## src/rtl/txbus_mon_pkg.sv

```systemverilog
package txbus_mon_pkg;
  localparam int LANE_BITS = 64;
  localparam int EMPTY_W   = 3;
  localparam int NUM_EV    = 4;
  localparam int LANE_BYTES = LANE_BITS / 8;
  localparam int MIN_LEN   = 9;

  typedef struct packed {
    logic short_f;
    logic idle_f;
    logic empty_f;
    logic frame_f;
  } ev_t;
endpackage

```

## src/rtl/txbus_lane_step.sv

```systemverilog
module txbus_lane_step
  import txbus_mon_pkg::*;
#(
  parameter int LEN_W = 16
) (
  input  logic               open_i,
  input  logic [LEN_W-1:0]   len_i,
  input  logic               start_b,
  input  logic               end_b,
  input  logic [EMPTY_W-1:0] empty_b,
  input  logic               idle_b,
  output logic               open_o,
  output logic [LEN_W-1:0]   len_o,
  output ev_t                ev_o
);
  localparam logic [LEN_W-1:0] LEN_MAX = {LEN_W{1'b1}};
  localparam logic [LEN_W-1:0] STEP    = LEN_W'(LANE_BYTES);
  localparam logic [LEN_W-1:0] MINL    = LEN_W'(MIN_LEN);

  logic [LEN_W-1:0] grown;

  always_comb begin
    open_o = open_i;
    len_o  = len_i;
    ev_o   = '0;
    grown  = '0;
    // empty count only legal on the end lane
    if (empty_b != '0 && !end_b) ev_o.empty_f = 1'b1;
    if (idle_b) begin
      // idle lane inside a packet or carrying a boundary mark
      if (open_i || start_b || end_b) ev_o.idle_f = 1'b1;
    end else begin
      if (start_b) begin
        if (open_i) ev_o.frame_f = 1'b1;
        open_o = 1'b1;
        len_o  = '0;
      end
      if (open_o) begin
        grown = (len_o > LEN_MAX - STEP) ? LEN_MAX : len_o + STEP;
        len_o = grown;
        if (end_b) begin
          len_o = grown - LEN_W'(empty_b);
          if (len_o < MINL) ev_o.short_f = 1'b1;
          open_o = 1'b0;
        end
      end else if (end_b) begin
        ev_o.frame_f = 1'b1;
      end
    end
  end
endmodule

```

## src/rtl/txbus_err_accum.sv

```systemverilog
module txbus_err_accum
  import txbus_mon_pkg::*;
#(
  parameter int CNT_W = 8
) (
  input  logic                    clk,
  input  logic                    rst_n,
  input  logic                    clr,
  input  logic [NUM_EV-1:0]       hit,
  output logic [NUM_EV-1:0]       flags,
  output logic [NUM_EV*CNT_W-1:0] cnt
);
  localparam logic [CNT_W-1:0] CNT_MAX = {CNT_W{1'b1}};

  for (genvar k = 0; k < NUM_EV; k++) begin : g_ev
    logic             flag_q;
    logic [CNT_W-1:0] cnt_q;

    always_ff @(posedge clk) begin
      if (!rst_n || clr) begin
        flag_q <= 1'b0;
        cnt_q  <= '0;
      end else if (hit[k]) begin
        flag_q <= 1'b1;
        if (cnt_q != CNT_MAX) cnt_q <= cnt_q + 1'b1;
      end
    end

    assign flags[k]              = flag_q;
    assign cnt[k*CNT_W +: CNT_W] = cnt_q;

    a_r8_sticky: assert property (@(posedge clk) disable iff (!rst_n)
      flags[k] && !clr |=> flags[k]);
    a_r9_no_decrease: assert property (@(posedge clk) disable iff (!rst_n)
      !clr |=> cnt[k*CNT_W +: CNT_W] >= $past(cnt[k*CNT_W +: CNT_W]));
  end

  a_r8_clear: assert property (@(posedge clk) disable iff (!rst_n)
    clr |=> (flags == '0) && (cnt == '0));
endmodule

```

## src/rtl/txbus_mon.sv

```systemverilog
module txbus_mon
  import txbus_mon_pkg::*;
#(
  parameter int W     = 2,
  parameter int CNT_W = 8,
  parameter int LEN_W = 16
) (
  input  logic                    clk,
  input  logic                    rst_n,
  input  logic                    clr,
  input  logic                    mac_req,
  input  logic [W*LANE_BITS-1:0]  lane_data,
  input  logic [W-1:0]            lane_start,
  input  logic [W-1:0]            lane_end,
  input  logic [W*EMPTY_W-1:0]    lane_empty,
  input  logic [W-1:0]            lane_idle,
  input  logic [W-1:0]            lane_err,
  output logic                    in_pkt,
  output logic [NUM_EV-1:0]       err_flags,
  output logic [NUM_EV*CNT_W-1:0] err_cnt
);
  logic             open_q;
  logic [LEN_W-1:0] len_q;

  logic             open_c [0:W];
  logic [LEN_W-1:0] len_c  [0:W];
  logic [NUM_EV-1:0] ev_lane [0:W-1];
  logic [NUM_EV-1:0] ev_beat;

  // payload and error marks are carried but not checked
  logic unused_fields;
  assign unused_fields = ^{lane_data, lane_err};

  assign open_c[0] = open_q;
  assign len_c[0]  = len_q;

  // stage s handles lane W-1-s, highest lane first
  for (genvar s = 0; s < W; s++) begin : g_stage
    localparam int L = W - 1 - s;
    ev_t ev_s;
    txbus_lane_step #(.LEN_W(LEN_W)) u_step (
      .open_i  (open_c[s]),
      .len_i   (len_c[s]),
      .start_b (lane_start[L]),
      .end_b   (lane_end[L]),
      .empty_b (lane_empty[EMPTY_W*L +: EMPTY_W]),
      .idle_b  (lane_idle[L]),
      .open_o  (open_c[s+1]),
      .len_o   (len_c[s+1]),
      .ev_o    (ev_s)
    );
    assign ev_lane[s] = ev_s;
  end

  always_comb begin
    ev_beat = '0;
    for (int s = 0; s < W; s++) ev_beat = ev_beat | ev_lane[s];
  end

  always_ff @(posedge clk) begin
    if (!rst_n) begin
      open_q <= 1'b0;
      len_q  <= '0;
    end else if (mac_req) begin
      open_q <= open_c[W];
      len_q  <= len_c[W];
    end
  end

  assign in_pkt = open_q;

  txbus_err_accum #(.CNT_W(CNT_W)) u_acc (
    .clk   (clk),
    .rst_n (rst_n),
    .clr   (clr),
    .hit   (mac_req ? ev_beat : '0),
    .flags (err_flags),
    .cnt   (err_cnt)
  );

  a_r2_state_hold: assert property (@(posedge clk) disable iff (!rst_n)
    !mac_req |=> $stable(in_pkt));
  a_r2_flags_hold: assert property (@(posedge clk) disable iff (!rst_n)
    !mac_req && !clr |=> $stable(err_flags));
  a_r4_end_outside: assert property (@(posedge clk) disable iff (!rst_n)
    mac_req && !clr && !in_pkt && lane_end[W-1] && !lane_start[W-1]
      && !lane_idle[W-1] |=> err_flags[0]);
  a_r6_idle_inside: assert property (@(posedge clk) disable iff (!rst_n)
    mac_req && !clr && in_pkt && lane_idle[W-1] |=> err_flags[2]);
endmodule

```

## config.mk

```make
export PLATFORM = sky130hd
export DESIGN_NAME = txbus_mon
export DESIGN_NICKNAME = d
export VERILOG_FILES = /design/src/rtl/txbus_mon_pkg.sv /design/src/rtl/txbus_lane_step.sv /design/src/rtl/txbus_err_accum.sv /design/src/rtl/txbus_mon.sv
export SDC_FILE = /design/constraint.sdc
export NUM_CORES = 1
export LEC_CHECK = 0
export ABC_CLOCK_PERIOD_IN_PS = 9400
export BUFFER_PORTS_ARGS = -buffer_cell sky130_fd_sc_hd__buf_2
export CORE_AREA = 2 2 139 141
export DETAILED_ROUTE_END_ITERATION = 8
export DIE_AREA = 0 0 141 143
export HOLD_SLACK_MARGIN = 0.12
export SETUP_SLACK_MARGIN = 0.4
export SLEW_MARGIN = 15
export SYNTH_ARGS = -nofsm -noshare
export SYNTH_HDL_FRONTEND = slang
export SYNTH_SLANG_ARGS = --single-unit
```

## constraint.sdc

```tcl
create_clock -name clk -period 9.4 [get_ports clk]
set_clock_uncertainty 0.1 [all_clocks]
set_input_delay 0 -clock clk [delete_from_list [all_inputs] [get_ports clk]]
set_output_delay 0 -clock clk [all_outputs]
set_load 0.02 [all_outputs]
```

==> impl_metrics.csv <==
group,metric,value,unit
yosys,synth.cell_area,5530,um^2
yosys,yosysSeqAreaShare,0.192,
sta,rsz0062_at_grt,"false",
power_and_ir_drop,ir_worst_vdd,68.2,uV
sta,fin_tns_setup,0,ns
finish,register_area,1060,um^2
global_routing,antenna_found_initial,0,
floorplan,die_area,20200,um^2
power_and_ir_drop,p_leak,2.20,nW
finish,fin_cells,1001,
finish,fillCellCount,1958,
finish,multi_input_area,4170,um^2
yosys,synth.avg_cell_area,7.45,um^2
sta,tightestPinTransition,1.11,ns
finish,drive_above_1_share,0.138,
floorplan,start_util,0.298,
floorplan,fp.coreArea,18600,um^2
finish,final_cell_mix,"nor2_1, nand2_1, dfxtp_1, buf_2, o21ai_0",
sta,finalSetupViolations,0,
global_routing,track_usage,0.160,
finish,utilization,0.328,
placement,dp_hpwl,12.3,mm
drt,routed_via_density,5.72,
yosys,ys_ff_latch,53,
yosys,yosys.area_share.simple,0.347,
worst_setup_path,cp.arrival,8.32,ns
yosys,ys.flop_type,"dfxtp_1",
yosys,synthCells,742,
drt,ant_nets,0,
clock_tree,htree_levels,2,
sta,relSlewSlack,0.263,
floorplan,floorplan.rows,50,
drt,wl_met3,872,um
clock_tree,cts_buffers,5,
drt,vias,5722,
drt,wl_per_cell,16.2,um
job,max_cap_viol_count,0,
clock_tree,cts_root_buffer,"clkbuf_16",
drt,drc,0,
yosys,synth-compound-area-share,0.256,
clock_tree,clkLatencyLatePin,0.30,ns
outcome,status,"completed",
global_routing,grt_pass1_wl,26.9,mm
min_path,min-delay-path-class,"in2reg",
worst_setup_path,critPathKind,"reg2reg",
finish,antennaDiodeCount,0,
min_path,whs_path_depth,4,
sta,layout_min_cycle_time,8.23,ns
yosys,synth_edf_count,0,
placement,place_congestion,0.899,
global_routing,grt_max_degree,39,
global_routing,grt-ovfl-total,0,
finish,final_common_cell,"nor2_1",
clock_tree,clk_pin_slew,0.07,ns
drt,wl_met2,7.16,mm
floorplan,pin_count,183,
yosys,ys_warn_count,0,
finish,syn2layout_area_growth,10.1,%
finish,fin_nets,927,
worst_setup_path,crit_path_start_kind,"flip-flop",
drt,drt_iter0_markers,488,
sta,hold_viol,0,
drt,drt-pass1-iter-count,5,
floorplan,die_x,141,um
placement,dp.cells,989,
floorplan,die_y,143,um
clock_tree,post-cts-setup-buffer-count,0,
yosys,synthAdderAreaFrac,0.0366,
sta,report.final.slew_viol_count,0,
clock_tree,cts_tree,"built",
clock_tree,cts_buffer_depth,2,
yosys,synthMuxAreaShare,0.0443,
power_and_ir_drop,powerDensity,100,nW/um^2
worst_setup_path,worst-r2r-cell-count,27,
drt,drt-total-wl,16.2,mm
placement,io_buffers,52,
clock_tree,clock-sinks,53,
yosys,synth_top_family_by_area,"simple AND/OR/NAND/NOR gates",
yosys,synth-async-reset-ratio,0,
yosys,syn_nets,903,
global_routing,first_global_vias,5190,
sta,timing.fmax,122,MHz
yosys,synthXorXnorAreaFrac,0.0681,
yosys,ys_types,92,
worst_setup_path,crit_required,9.49,ns
drt,highest_layer,"met4",
drt,met1_length,7.76,mm
worst_setup_path,critical_path_peak_fanout,14,
worst_setup_path,crit_path_end_kind,"flip-flop",
sta,period_share,0.875,
metrics by stage:
step | power, mW | setup slack, ns | instance area, um^2 | hold WS, ns
2_1_floorplan | 0.381 | 2.40 | 5530 | 0.143
3_3_place_gp | 0.421 | 1.11 | 5900 | 0.324
3_5_place_dp | 0.422 | 1.15 | 5900 | 0.336
4_1_cts | 0.613 | 1.14 | 6080 | 0.165
5_1_grt | 0.645 | 0.479 | 6090 | 0.181
6_report | 0.611 | 1.17 | 6090 | 0.154
power breakdown:
group	internal (mW)	leakage, nW	switching [mW]
combinational	0.0650	1.71	0.115
clock	0.0992	0.0631	0.0902
sequential	0.231	0.430	0.0109
total	0.395	2.20	0.216
worst max-delay path, cell delays in order, from the launching register on:
cell       delay, ns
dfxtp_1         0.58
nand3_2         0.26
or4_1           0.83
a21oi_1         0.26
ha_1            0.33
a21oi_1         0.27
nand2_1         0.15
nor3b_4         0.35
nand3_1         0.17
nor4_1          0.45
o311ai_2        0.24
nor4b_1         0.30
buf_4           0.19
nand2_1         0.05
buf_4           0.16
o21ai_0         0.12
ha_1            0.27
nor2b_1         0.13
o21ai_0         0.15
nand2b_1        0.14
nor2_1          0.18
or4bb_1         0.53
nor3_2          0.29
and3_1          0.20
o2111ai_1       0.12
o41a_1          0.62
o41a_1          0.48
a211oi_1        0.21
final cells by class:
cell class,count,share of cell area
clock inverter,2,0.00247
inverter,18,0.0111
multi-input combinational,625,0.685
tap,234,0.0481
timing repair buffer,63,0.0579
sequential,53,0.174
clock buffer,6,0.0212
flip-flops by register name (all words and copies together) (netlist names):
| name | count |
|---|---|
| u_acc.g_ev.cnt_q | 32 |
| len_q | 16 |
| u_acc.g_ev.flag_q | 4 |
| in_pkt | 1 |
logic make-up (layout without fill, tap and decap cells):
logic type	Yosys count	after routing
buf+inv	64	89
compound gates	197	197
xor+xnor	43	43
fa+ha+maj	15	15
simple gates	348	348
mux	22	22
flops	53	53
worst paths after layout:
path / from / end / slack (ns)
hold / removal: lane_idle[1] / u_acc.g_ev[0].flag_q$_SDFFE_PP0P_ / 0.15
setup reg to reg: len_q[6]$_SDFFE_PN0P_ / u_acc.g_ev[3].cnt_q[7]$_SDFFE_PP0P_ / 1.17
hold reg to reg: u_acc.g_ev[0].flag_q$_SDFFE_PP0P_ / u_acc.g_ev[0].flag_q$_SDFFE_PP0P_ / 0.37
setup / recovery: len_q[6]$_SDFFE_PN0P_ / u_acc.g_ev[3].cnt_q[7]$_SDFFE_PP0P_ / 1.17
cells in the mapped netlist, drive strengths merged (4+ instances only):
master / n / area [um^2]
o21a: 6 / 45.0
o221ai: 7 / 61.3
nand3b: 7 / 52.6
o211ai: 6 / 45.0
nand3: 34 / 180
nand2b: 19 / 119
a21o: 9 / 67.6
nor2b: 11 / 68.8
a21boi: 11 / 82.6
nand2: 56 / 210
nor2: 81 / 304
a31oi: 11 / 83.8
mux2i: 15 / 166
dfxtp: 53 / 1060
nor3: 29 / 171
o311ai: 6 / 60.1
a21oi: 33 / 165
inv: 18 / 67.6
o31ai: 12 / 90.1
nor4b: 4 / 35.0
or4: 6 / 45.0
xnor2: 22 / 193
buf: 20 / 143
a211oi: 8 / 72.6
o21ai: 38 / 194
nand4: 24 / 165
and2: 13 / 83.8
a31o: 5 / 43.8
and4: 6 / 55.1
nor4: 22 / 159
xor2: 21 / 184
clkbuf: 26 / 97.6
o31a: 5 / 43.8
mux2: 7 / 78.8
ha: 13 / 163
or2: 6 / 37.5
and3: 12 / 80.1
or3: 9 / 61.3
repair_timing:
| action | in CTS | in global routing |
|---|---|---|
| gates resized for setup | 0 | 1 |
| hold buffers | 4 | 0 |
| setup endpoints to repair | 0 | 3 |
| endpoints found under the hold margin | 24 | 0 |
metal layers:
layer,up-vias,global-route usage
li1,2833,-
met1,2673,0.223
met2,187,0.262
met3,29,0.0154
met4,0,0.0489
met5,-,0
No activity file was read; power rests on OpenSTA's default activity.
